--- src/rtl/rgb_ycc_pkg.sv ---
package rgb_ycc_pkg;

  localparam int PIX_W      = 8;   // bits per colour channel
  localparam int NCOMP      = 3;   // channels in, components out
  localparam int SUM_W      = 18;  // signed width of products and sums
  localparam int FRAC_W     = 8;   // right shift applied to each sum
  localparam int PIPE_DEPTH = 3;   // product, sum, shift/clamp
  localparam int CHROMA_BIAS = 128 << FRAC_W;

  // comp: 0 = luma, 1 = blue-difference, 2 = red-difference
  // chan: 0 = red, 1 = green, 2 = blue
  function automatic int weight(input int comp, input int chan);
    int w;
    w = 0;
    case (comp)
      0: case (chan) 0: w = 77;  1: w = 150;  default: w = 29;  endcase
      1: case (chan) 0: w = -44; 1: w = -84;  default: w = 128; endcase
      default:
         case (chan) 0: w = 128; 1: w = -108; default: w = -20; endcase
    endcase
    return w;
  endfunction

  function automatic int offset(input int comp);
    return (comp == 0) ? 0 : CHROMA_BIAS;
  endfunction

endpackage

--- src/rtl/rgb_ycc_rst_sync.sv ---
module rgb_ycc_rst_sync #(
  parameter int STAGES = 2
) (
  input  logic clk_i,
  input  logic rst_ni,
  output logic rst_no
);
  logic [STAGES-1:0] chain_q;
  logic [STAGES-1:0] chain_d;

  always_comb chain_d = {chain_q[STAGES-2:0], 1'b1};

  always_ff @(posedge clk_i or negedge rst_ni) begin
    if (!rst_ni) chain_q <= '0;
    else         chain_q <= chain_d;
  end

  assign rst_no = chain_q[STAGES-1];
endmodule

--- src/rtl/rgb_ycc_product.sv ---
module rgb_ycc_product
  import rgb_ycc_pkg::*;
#(
  parameter int CH_W = PIX_W,
  parameter int NC   = NCOMP,
  parameter int SW   = SUM_W
) (
  input  logic                                clk_i,
  input  logic                                rst_ni,
  input  logic                                en_i,
  input  logic [NC*CH_W-1:0]                  rgb_i,
  output logic signed [NC-1:0][NC-1:0][SW-1:0] prod_o
);
  logic signed [NC-1:0][NC-1:0][SW-1:0] prod_d;
  logic signed [NC-1:0][NC-1:0][SW-1:0] prod_q;

  for (genvar o = 0; o < NC; o++) begin : g_comp
    for (genvar c = 0; c < NC; c++) begin : g_chan
      localparam int LSB = (NC - 1 - c) * CH_W;
      logic signed [SW-1:0] chan_ext;
      logic signed [SW-1:0] coef;
      always_comb begin
        chan_ext = SW'(rgb_i[LSB +: CH_W]);
        coef     = SW'(weight(o, c));
        prod_d[o][c] = coef * chan_ext;
      end
    end
  end

  always_ff @(posedge clk_i or negedge rst_ni) begin
    if (!rst_ni)   prod_q <= '0;
    else if (en_i) prod_q <= prod_d;
  end

  assign prod_o = prod_q;
endmodule

--- src/rtl/rgb_ycc_accum.sv ---
module rgb_ycc_accum
  import rgb_ycc_pkg::*;
#(
  parameter int NC = NCOMP,
  parameter int SW = SUM_W
) (
  input  logic                                 clk_i,
  input  logic                                 rst_ni,
  input  logic                                 en_i,
  input  logic signed [NC-1:0][NC-1:0][SW-1:0] prod_i,
  output logic signed [NC-1:0][SW-1:0]         sum_o
);
  logic signed [NC-1:0][SW-1:0] sum_d;
  logic signed [NC-1:0][SW-1:0] sum_q;

  for (genvar o = 0; o < NC; o++) begin : g_comp
    always_comb begin
      logic signed [SW-1:0] acc;
      acc = SW'(offset(o));
      for (int c = 0; c < NC; c++) acc = acc + prod_i[o][c];
      sum_d[o] = acc;
    end
  end

  always_ff @(posedge clk_i or negedge rst_ni) begin
    if (!rst_ni)   sum_q <= '0;
    else if (en_i) sum_q <= sum_d;
  end

  assign sum_o = sum_q;
endmodule

--- src/rtl/rgb_ycc_round.sv ---
module rgb_ycc_round
  import rgb_ycc_pkg::*;
#(
  parameter int NC   = NCOMP,
  parameter int SW   = SUM_W,
  parameter int CH_W = PIX_W,
  parameter int SHR  = FRAC_W
) (
  input  logic                         clk_i,
  input  logic                         rst_ni,
  input  logic                         en_i,
  input  logic signed [NC-1:0][SW-1:0] sum_i,
  output logic [NC*CH_W-1:0]           ycc_o
);
  localparam logic signed [SW-1:0] TOP = SW'((1 << CH_W) - 1);

  logic [NC*CH_W-1:0] ycc_d;
  logic [NC*CH_W-1:0] ycc_q;

  for (genvar o = 0; o < NC; o++) begin : g_comp
    localparam int LSB = (NC - 1 - o) * CH_W;
    logic signed [SW-1:0] shifted;
    always_comb begin
      shifted = sum_i[o] >>> SHR;
      if (shifted < 0)        ycc_d[LSB +: CH_W] = '0;
      else if (shifted > TOP) ycc_d[LSB +: CH_W] = '1;
      else                    ycc_d[LSB +: CH_W] = shifted[CH_W-1:0];
    end
  end

  always_ff @(posedge clk_i or negedge rst_ni) begin
    if (!rst_ni)   ycc_q <= '0;
    else if (en_i) ycc_q <= ycc_d;
  end

  assign ycc_o = ycc_q;
endmodule

--- src/rtl/rgb_ycc_pipe.sv ---
module rgb_ycc_pipe
  import rgb_ycc_pkg::*;
#(
  parameter int CH_W  = PIX_W,
  parameter int NC    = NCOMP,
  parameter int SW    = SUM_W,
  parameter int SHR   = FRAC_W,
  parameter int DEPTH = PIPE_DEPTH
) (
  input  logic               clk_i,
  input  logic               rst_ni,
  input  logic [NC*CH_W-1:0] pix_rgb_i,
  input  logic               pix_vld_i,
  input  logic               pix_ce_i,
  input  logic               pix_fs_i,
  output logic [NC*CH_W-1:0] ycc_o,
  output logic               ycc_vld_o,
  output logic               ycc_ce_o,
  output logic               ycc_fs_o
);
  logic rst_n;
  logic signed [NC-1:0][NC-1:0][SW-1:0] prod;
  logic signed [NC-1:0][SW-1:0]         sum;

  rgb_ycc_rst_sync #(.STAGES(2)) u_rst (
    .clk_i (clk_i),
    .rst_ni(rst_ni),
    .rst_no(rst_n)
  );

  rgb_ycc_product #(.CH_W(CH_W), .NC(NC), .SW(SW)) u_prod (
    .clk_i (clk_i),
    .rst_ni(rst_n),
    .en_i  (pix_ce_i),
    .rgb_i (pix_rgb_i),
    .prod_o(prod)
  );

  rgb_ycc_accum #(.NC(NC), .SW(SW)) u_acc (
    .clk_i (clk_i),
    .rst_ni(rst_n),
    .en_i  (pix_ce_i),
    .prod_i(prod),
    .sum_o (sum)
  );

  rgb_ycc_round #(.NC(NC), .SW(SW), .CH_W(CH_W), .SHR(SHR)) u_rnd (
    .clk_i (clk_i),
    .rst_ni(rst_n),
    .en_i  (pix_ce_i),
    .sum_i (sum),
    .ycc_o (ycc_o)
  );

  // Sideband flags ride through DEPTH enabled stages beside the data.
  logic [DEPTH:0] vld_pipe;
  logic [DEPTH:0] fs_pipe;
  assign vld_pipe[0] = pix_vld_i;
  assign fs_pipe[0]  = pix_fs_i;

  for (genvar k = 1; k <= DEPTH; k++) begin : g_side
    logic vld_d, fs_d;
    always_comb begin
      vld_d = pix_ce_i ? vld_pipe[k-1] : vld_pipe[k];
      fs_d  = pix_ce_i ? fs_pipe[k-1]  : fs_pipe[k];
    end
    always_ff @(posedge clk_i or negedge rst_n) begin
      if (!rst_n) begin
        vld_pipe[k] <= 1'b0;
        fs_pipe[k]  <= 1'b0;
      end else begin
        vld_pipe[k] <= vld_d;
        fs_pipe[k]  <= fs_d;
      end
    end
  end

  // Marks the cycles in which the output stage has just advanced.
  logic adv_q;
  always_ff @(posedge clk_i or negedge rst_n) begin
    if (!rst_n) adv_q <= 1'b0;
    else        adv_q <= pix_ce_i;
  end

  assign ycc_vld_o = vld_pipe[DEPTH];
  assign ycc_fs_o  = fs_pipe[DEPTH];
  assign ycc_ce_o  = adv_q;
endmodule

--- config.mk ---
export PLATFORM = sky130hd
export DESIGN_NAME = rgb_ycc_pipe
export DESIGN_NICKNAME = d
export VERILOG_FILES = /design/src/rtl/rgb_ycc_pkg.sv /design/src/rtl/rgb_ycc_rst_sync.sv /design/src/rtl/rgb_ycc_product.sv /design/src/rtl/rgb_ycc_accum.sv /design/src/rtl/rgb_ycc_round.sv /design/src/rtl/rgb_ycc_pipe.sv
export SDC_FILE = /design/constraint.sdc
export NUM_CORES = 1
export LEC_CHECK = 0
export BUFFER_PORTS_ARGS = -buffer_cell sky130_fd_sc_hd__buf_2
export CORE_MARGIN = 5
export CORE_UTILIZATION = 70
export DETAILED_ROUTE_END_ITERATION = 10
export PLACE_DENSITY_LB_ADDON = 0.2
export SLEW_MARGIN = 10
export SYNTH_ARGS = -nofsm -noshare
export SYNTH_HDL_FRONTEND = slang
export SYNTH_HIERARCHICAL = 1
export SYNTH_SLANG_ARGS = --single-unit
export TNS_END_PERCENT = 100
--- constraint.sdc ---
create_clock -name clk_i -period 12.85 [get_ports clk_i]
set_input_delay 3.2125 -clock clk_i [delete_from_list [all_inputs] [get_ports clk_i]]
set_output_delay 3.2125 -clock clk_i [all_outputs]
set_load 0.05 [all_outputs]
; ---- Word-level counts from Yosys, hierarchy flattened
; Index checks and enable logic that the tools add are counted.
[word_totals]
regBits = 220
latchBits = 0
ramBits = 0
romBits = 0
out_inout_bits = 27
wordCells = 48
memories = 0
[op_classes]
n_addsub = 8
mul = 7
div_mod_pow = 0
magnitude_cmp = 6
n_eq_ne = 0
shifts = 0
muxes = 6
n_bitwise = 0
n_reduce_logical = 0
[ops]
columns = cell, count
row1 = $add 18x18->18, 5
row2 = $mux 8, 6
row3 = $gt 10x8->1 const B, 3
row4 = $lt 10x1->1 const B, 3
row5 = $mul 6x9->15 const A, 2
row6 = $mul 7x8->15 const A, 2
row7 = $add 16x18->18 const A, 1
row8 = $add 18x15->18, 1
row9 = $add 16x15->17 const A, 1
row10 = $mul 5x9->14 const A, 1
row11 = $mul 4x9->13 const A, 1
row12 = $mul 5x8->13 const A, 1

; ---- Logic depth before layout (Yosys ltp)
; Gate-level depths: netlist of the first run.
[logic_depth]
ltp_word = 3
mapped_depth = 15
ltp_nobuf = 15

; ---- Cells and area by module
; Netlist of the first run, hierarchy kept.
[modules_own_cells]
columns = mod, instances, cells_each, area_per_inst_um2, seq_area_each_um2
row1 = rgb_ycc_product, 1, 1000, 10407.5, 2602.5
row2 = rgb_ycc_accum, 1, 673, 6209.7, 1351.3
row3 = rgb_ycc_round, 1, 107, 1228.7, 600.6
row4 = rgb_ycc_pipe, 1, 14, 276.5, 175.2
row5 = rgb_ycc_rst_sync, 1, 3, 53.8, 50.0

; ---- Worst setup path after synthesis of the first run
; OpenSTA, ideal clock, no wires.
[synth_timing]
path_type = input-to-reg
from = input pix_rgb_i[10]
to = register u_prod.prod_q, in the netlist u_prod/prod_o[84]
arrival_time_ns = 6.371
slack_ns = 6.354
cell_stages = 13
n_path_buf = 0
path_cell_list = inv_1 ha_1 inv_1 ha_1 fa_1 fa_1 inv_1 fa_1 nand2b_1 a21oi_1 a31oi_1 xnor2_1 mux2_2
[synth_via]
elab_chain_cells = 1
[synth_lines]
columns = element, line
row1 = start: declaration, rgb_ycc_pipe.sv:12  ; input logic [NC*CH_W-1:0] pix_rgb_i,
row2 = $mul 6x9->15, rgb_ycc_product.sv:25  ; prod_d[o][c] = coef * chan_ext;
row3 = end signal: assignment, rgb_ycc_product.sv:32  ; else if (en_i) prod_q <= prod_d;
row4 = end: declaration, rgb_ycc_product.sv:15  ; logic signed [NC-1:0][NC-1:0][SW-1:0] prod_q;
; Every way passes these cells.
; A chain may end at the register's enable or synchronous reset.

; ---- Final worst setup path of the first run
; Same ends and word-level chain as after synthesis.

==> impl_metrics.yaml, run 1 <==
outcome:
  status: "finished clean"
die:
  design.core.area_sq_mm: 0.02418
  rows: 57
  die_area_sq_mm: 0.02771
  die_w_um: 166.5
  io_pins: 56
  fp.dieH_um: 166.5
  initial_core_util: 0.7087
worst_setup_path:
  cpMaxStageDelayCell: "fa_1"
  worstPathCellList: "buf_2 > inv_1 > ha_1 > inv_1 > ha_1 > fa_1 > fa_1 > inv_1 > fa_1 > nand2b_1 > a21oi_1 > a31oi_1 > xnor2_1 > mux2_2"
  worstPathRequired_ns: 13.19
  max_stage_delay_ns: 0.54
  worstSetupStartpoint: "pix_rgb_i[10]"
  worst_ep_arrival_time_ns: 6.81
  r2r_start: "u_prod/prod_o[57]"
  worstSetupPathType: "in2reg"
  crit_path_max_fanout: 6
  critical_path.endpoint_type: "flip-flop"
  cp-start-kind: "input port"
power_and_ir_drop:
  seqPwrFrac: 0.208
  p_leak_uw: 0.009087
  p_sw_uw: 2103
  internal-power_uw: 2209
  power_density_mw_per_mm2: 240.9
  switching_share: 0.4877
  p_comb_frac: 0.669
  p_clk_frac: 0.123
  max-vdd-ir-drop_v: 0.0001547
cts:
  path_clk_slew_ns: 0.08
  htree_levels: 4
  cts_resized: 0
  cts.sinks: 167
  postCtsSetupRepairBufs: 0
  clk_latency_ns: 0.45
  cts_inserted_buffers: 17
  cts_hold_buffers: 0
  clockBufferDepth: 2
  cts_root_buf: "clkbuf_16"
  cts_tree: "yes"
timing:
  worstMarginPinSlew_ns: 1.017
  finalSetupTns_ns: 0
  slew_viol_final: 0
  finalHoldViolations: 0
  final.setup_skew_ns: 0.01432
  finalCritPeriodShare: 0.5032
  rsz0062_at_grt: "no"
  clock.fmax_mhz: 154.7
  slew-limit-headroom: 0.3221
  final-setup-viol-count: 0
  final.min_clock_period_ns: 6.466
place:
  numPortBuffers: 55
  place_congestion: 0.9160
  detailed_place_hpwl_mm: 28.10
synth:
  synthCells: 1714
  ys_warn_count: 6
  avgSynthCellArea_sq_um: 9.996
  syn_area_sq_mm: 0.01713
global_route:
  antenna_found_initial: 0
  grt_pass1_wl_mm: 60.13
  grt_pass1_vias: 12020
  grt_overflow_total: 0
  grt_max_degree: 83
  groute.usage.overall: 0.2657
route:
  drc: 0
  routedWlPerCell_um: 17.46
  vias: 12030
  drtPass1Iterations: 5
  drt_iter0_markers: 816
  routed_wl_mm: 36.08
  vias_per_cell: 5.823
  drtAntennaViolNets: 0
flow_run:
  maxCapViolCount: 0
layout:
  area_growth_pct: 4.440
  drive_gt1_frac: 0.1383
  insertedDiodeCount: 0
  final_core_util: 0.7402
  nets: 2157
min_path:
  hp-class: "reg2async"
stage by stage:
| step | cell area, sq um | hold WS (ns) | cells | power (uW) | setup WS [ns] |
|---|---|---|---|---|---|
| finish | 17890 | 0.2515 | 2066 | 4311 | 6.384 |
| CTS | 17890 | 0.2729 | 2066 | 4258 | 6.397 |
| floorplan | 17280 | 0.3312 | 1752 | 3046 | 6.354 |
| global route | 17890 | 0.2939 | 2066 | 4658 | 6.164 |
| global placement | 17290 | 0.2590 | 2034 | 3578 | 6.016 |
| detailed placement | 17290 | 0.2611 | 2034 | 3675 | 5.926 |
layout by cell type (no fill, tap or decap), drive strengths merged, types with 35 or more instances in the layout:
cell     n
a21o    35
a21oi   82
buf     60
conb    40
dfrtp  167
fa     109
ha     290
inv    317
mux2    84
nand2   47
nor2    85
o21ai   65
xnor2   44
power by group through the flow:
stage | Sequential, uW | Combinational [uW] | Clock (uW)
floorplan | 935 | 2110 | 0
global placement | 902 | 2680 | 0
detailed placement | 909 | 2770 | 0
CTS | 901 | 2820 | 537
global route | 924 | 3180 | 558
finish | 898 | 2880 | 529
path summary, 6_finish.rpt:
path | slack, ns | cells past startpoint | to
min in group clk_i | 0.36 | 0 | u_rst/chain_q[1]
worst min-delay path | 0.25 | 0 | u_prod/prod_o[12]
max in group asynchronous | 10.21 | 1 | u_rst/chain_q[1]
worst max-delay path | 6.38 | 14 | u_prod/prod_o[84]
worst max register to register | 9.49 | 10 | u_acc/sum_o[47]
worst min register to register | 0.25 | 0 | u_prod/prod_o[12]
worst max-delay path, delay by kind of cell:
kind / cells / cell delay [ns]
xor+xnor: 1 / 0.17
mux: 1 / 0.27
buf+inv: 4 / 0.37
simple gates: 1 / 0.16
fa+ha+maj: 5 / 2.11
compound gates: 2 / 0.51
area by class of cell:
cell class	count	area, sq um
Tap cell	324	405.4
Clock inverter	15	177.7
Clock buffer	17	425.4
Sequential cell	167	4183
Inverter	309	1160
Multi-Input combinational cell	1174	11220
Fill cell	1734	6282
Timing Repair Buffer	60	319.1
registers in the layout, indices dropped and copies added, names as in the netlist:
register	count
ycc_fs_o	1
fs_pipe	2
u_rst/chain_q	2
ycc_ce_o	1
vld_pipe	2
u_acc/sum_o	30
u_prod/prod_o	104
ycc_vld_o	1
u_rnd/ycc_o	24
layer usage:
metal  share of wire  track usage  up-vias  routed length, um
met5               0            0        -                  0
met4           0.031      0.09356        0               1124
met3           0.044      0.03887       55               1598
met2            0.47       0.4281      293              16810
met1            0.46       0.3706     5917              16540
li1                -            -     5766                  -
Power figures use the tool's default switching activity.
==> run 2: changes to the inputs <==
--- a/config.mk
+++ b/config.mk
@@ -7,7 +7,7 @@
 export LEC_CHECK = 0
 export BUFFER_PORTS_ARGS = -buffer_cell sky130_fd_sc_hd__buf_2
 export CORE_MARGIN = 5
-export CORE_UTILIZATION = 70
+export CORE_UTILIZATION = 59
 export DETAILED_ROUTE_END_ITERATION = 10
 export PLACE_DENSITY_LB_ADDON = 0.2
 export SLEW_MARGIN = 10
==> constraint.sdc (replaced) <==
create_clock -name clk_i -period 5.8 [get_ports clk_i]
set_input_delay 1.45 -clock clk_i [delete_from_list [all_inputs] [get_ports clk_i]]
set_output_delay 1.45 -clock clk_i [all_outputs]
set_load 0.05 [all_outputs]
==> run 2 against run 1 <==
Effect of this change:
- largest power group unchanged
- sequential share of layout area decreased by 0.090 points
- highest routed layer is now met5
- critical path depth unchanged
- critical endpoint unchanged
- final cell count increased by 2.9%
- non-clock buffer count unchanged
==> impl_metrics.yaml, run 2 (synthesis results as in run 1) <==
outcome:
  status: "finished clean"
layout:
  final-seq-area_sq_mm: 0.004183
  multi_input_area_sq_mm: 0.01122
  drive_gt1_frac: 0.1383
  nets: 2157
  mostFrequentLayoutCells: "308 x inv_1, 290 x ha_1, 166 x dfrtp_1"
  final_common_cell: "inv_1"
  largest_register_ffs: 104
  insertedDiodeCount: 0
  area_growth_pct: 4.842
  fillers: 2384
cts:
  cts_tree: "yes"
  cts_inserted_buffers: 17
  clk_latency_ns: 0.43
  cts.sinks: 167
  cts_hold_buffers: 0
  clockBufferDepth: 2
  cts_root_buf: "clkbuf_16"
  postCtsSetupRepairBufs: 0
  htree_levels: 4
  cts_resized: 0
  path_clk_slew_ns: 0.08
worst_setup_path:
  cp-start-kind: "input port"
  worst_ep_arrival_time_ns: 5.06
  worstSetupPathType: "in2reg"
  worstPathCellList: "buf_2 > inv_1 > ha_1 > inv_1 > ha_1 > fa_1 > fa_1 > inv_1 > fa_1 > nand2b_1 > a21oi_1 > a31oi_1 > xnor2_1 > mux2_2"
  crit_path_max_fanout: 6
  cpMaxStageDelayCell: "fa_1"
  max_stage_delay_ns: 0.54
  critical_path.endpoint_type: "flip-flop"
  worstPathRequired_ns: 6.12
global_route:
  grt_pass1_vias: 11650
  groute.usage.overall: 0.2224
  grt_max_degree: 116
  grt_pass1_wl_mm: 59.17
  grt_overflow_total: 0
  antenna_found_initial: 1
timing:
  finalSetupTns_ns: 0
  clock.fmax_mhz: 210.7
  slew_viol_final: 0
  final.min_clock_period_ns: 4.746
  finalHoldViolations: 0
  slew-limit-headroom: 0.3589
  final-setup-viol-count: 0
  rsz0062_at_grt: "no"
  finalCritPeriodShare: 0.8182
  setup_slack_ns: 1.054
  final.setup_skew_ns: 0.01421
  hold_slack_ns: 0.2017
  worstMarginPinSlew_ns: 0.9617
die:
  die_w_um: 180.4
  initial_core_util: 0.5969
  die_area_sq_mm: 0.03255
  rows: 62
  fp.dieH_um: 180.4
  design.core.area_sq_mm: 0.02870
  io_pins: 56
route:
  drtAntennaViolNets: 0
  drc: 0
  routedWlPerCell_um: 16.63
  drtPass1Iterations: 5
  vias: 11740
  routed_wl_mm: 35.36
  vias_per_cell: 5.523
  drt_iter0_markers: 707
power_and_ir_drop:
  max-vdd-ir-drop_v: 0.0003124
  power_density_mw_per_mm2: 523.9
  p_leak_uw: 0.009083
place:
  place_congestion: 0.9274
  detailed_place_hpwl_mm: 28.54
  dp_slack_ns: 0.6119
  numPortBuffers: 55
flow_run:
  maxCapViolCount: 0
min_path:
  hp-class: "reg2async"
-- run 2: cell types whose count changed in the layout (fill, tap and decap cells not counted), sizes merged --
cell	before	now
clkinv	5	7
inv	317	316
bufinv	1	0
-- run 2: area by class of cell --
class,count,share of cell area
clock buffers,17,0.02368
flip-flops and latches,167,0.2328
multi-input cells,1174,0.6249
inverters,309,0.06457
well taps,384,0.02675
clock inverters,15,0.008846
repair buffers,60,0.01846
-- run 2: path summary, 6_finish.rpt --
path / depth (start not counted) / slack [ns] / endpoint / startpoint
min in group clk_i: 0 / 0.35 / u_rst/chain_q[1] / u_rst/chain_q[0]
hold / removal: 0 / 0.20 / u_prod/prod_o[12] / u_rst/chain_q[1]
hold reg to reg: 0 / 0.20 / u_prod/prod_o[12] / u_rst/chain_q[1]
max in group asynchronous: 1 / 4.34 / u_acc/sum_o[53] / u_rst/chain_q[1]
setup reg to reg: 10 / 2.48 / u_acc/sum_o[47] / u_prod/prod_o[57]
setup / recovery: 14 / 1.05 / u_prod/prod_o[84] / pix_rgb_i[10]
-- run 2: power by group --
group	switching [uW]	leakage, uW	internal [uW]	total, uW
Sequential	386	0.00190	1600	1990
Clock	552	0.000284	576	1130
Combinational	3640	0.00690	2660	6300
Total	4570	0.00908	4840	9410
-- run 2: per-stage QoR --
| step | instance area (sq um) | power (uW) | util | cells |
|---|---|---|---|---|
| 2_1_floorplan | 17280 | 6748 | - | 1752 |
| 3_3_place_gp | 17380 | 8038 | 0.6055 | 2094 |
| 3_5_place_dp | 17380 | 8187 | 0.6055 | 2094 |
| 4_1_cts | 17960 | 9381 | 0.6259 | 2126 |
| 5_1_grt | 17960 | 10260 | 0.6259 | 2126 |
| 6_report | 17960 | 9410 | 0.6259 | 2126 |
-- run 2: per-layer routing --
layer	global-route usage	vias up	routed length [um]
met1	0.3188	5704	16710
met4	0.06745	2	940
met5	0	-	8
met3	0.03169	46	1397
li1	-	5756	-
met2	0.3530	233	16300
-- run 2: critical path: cells and delay by family --
family	cells	cell delay, ns
AND/OR/NAND/NOR	1	0.16
multiplexers	1	0.27
AO/OA/AOI/OAI	2	0.49
buffers and inverters	4	0.38
adder cells (fa/ha/maj)	5	2.12
XOR/XNOR	1	0.16
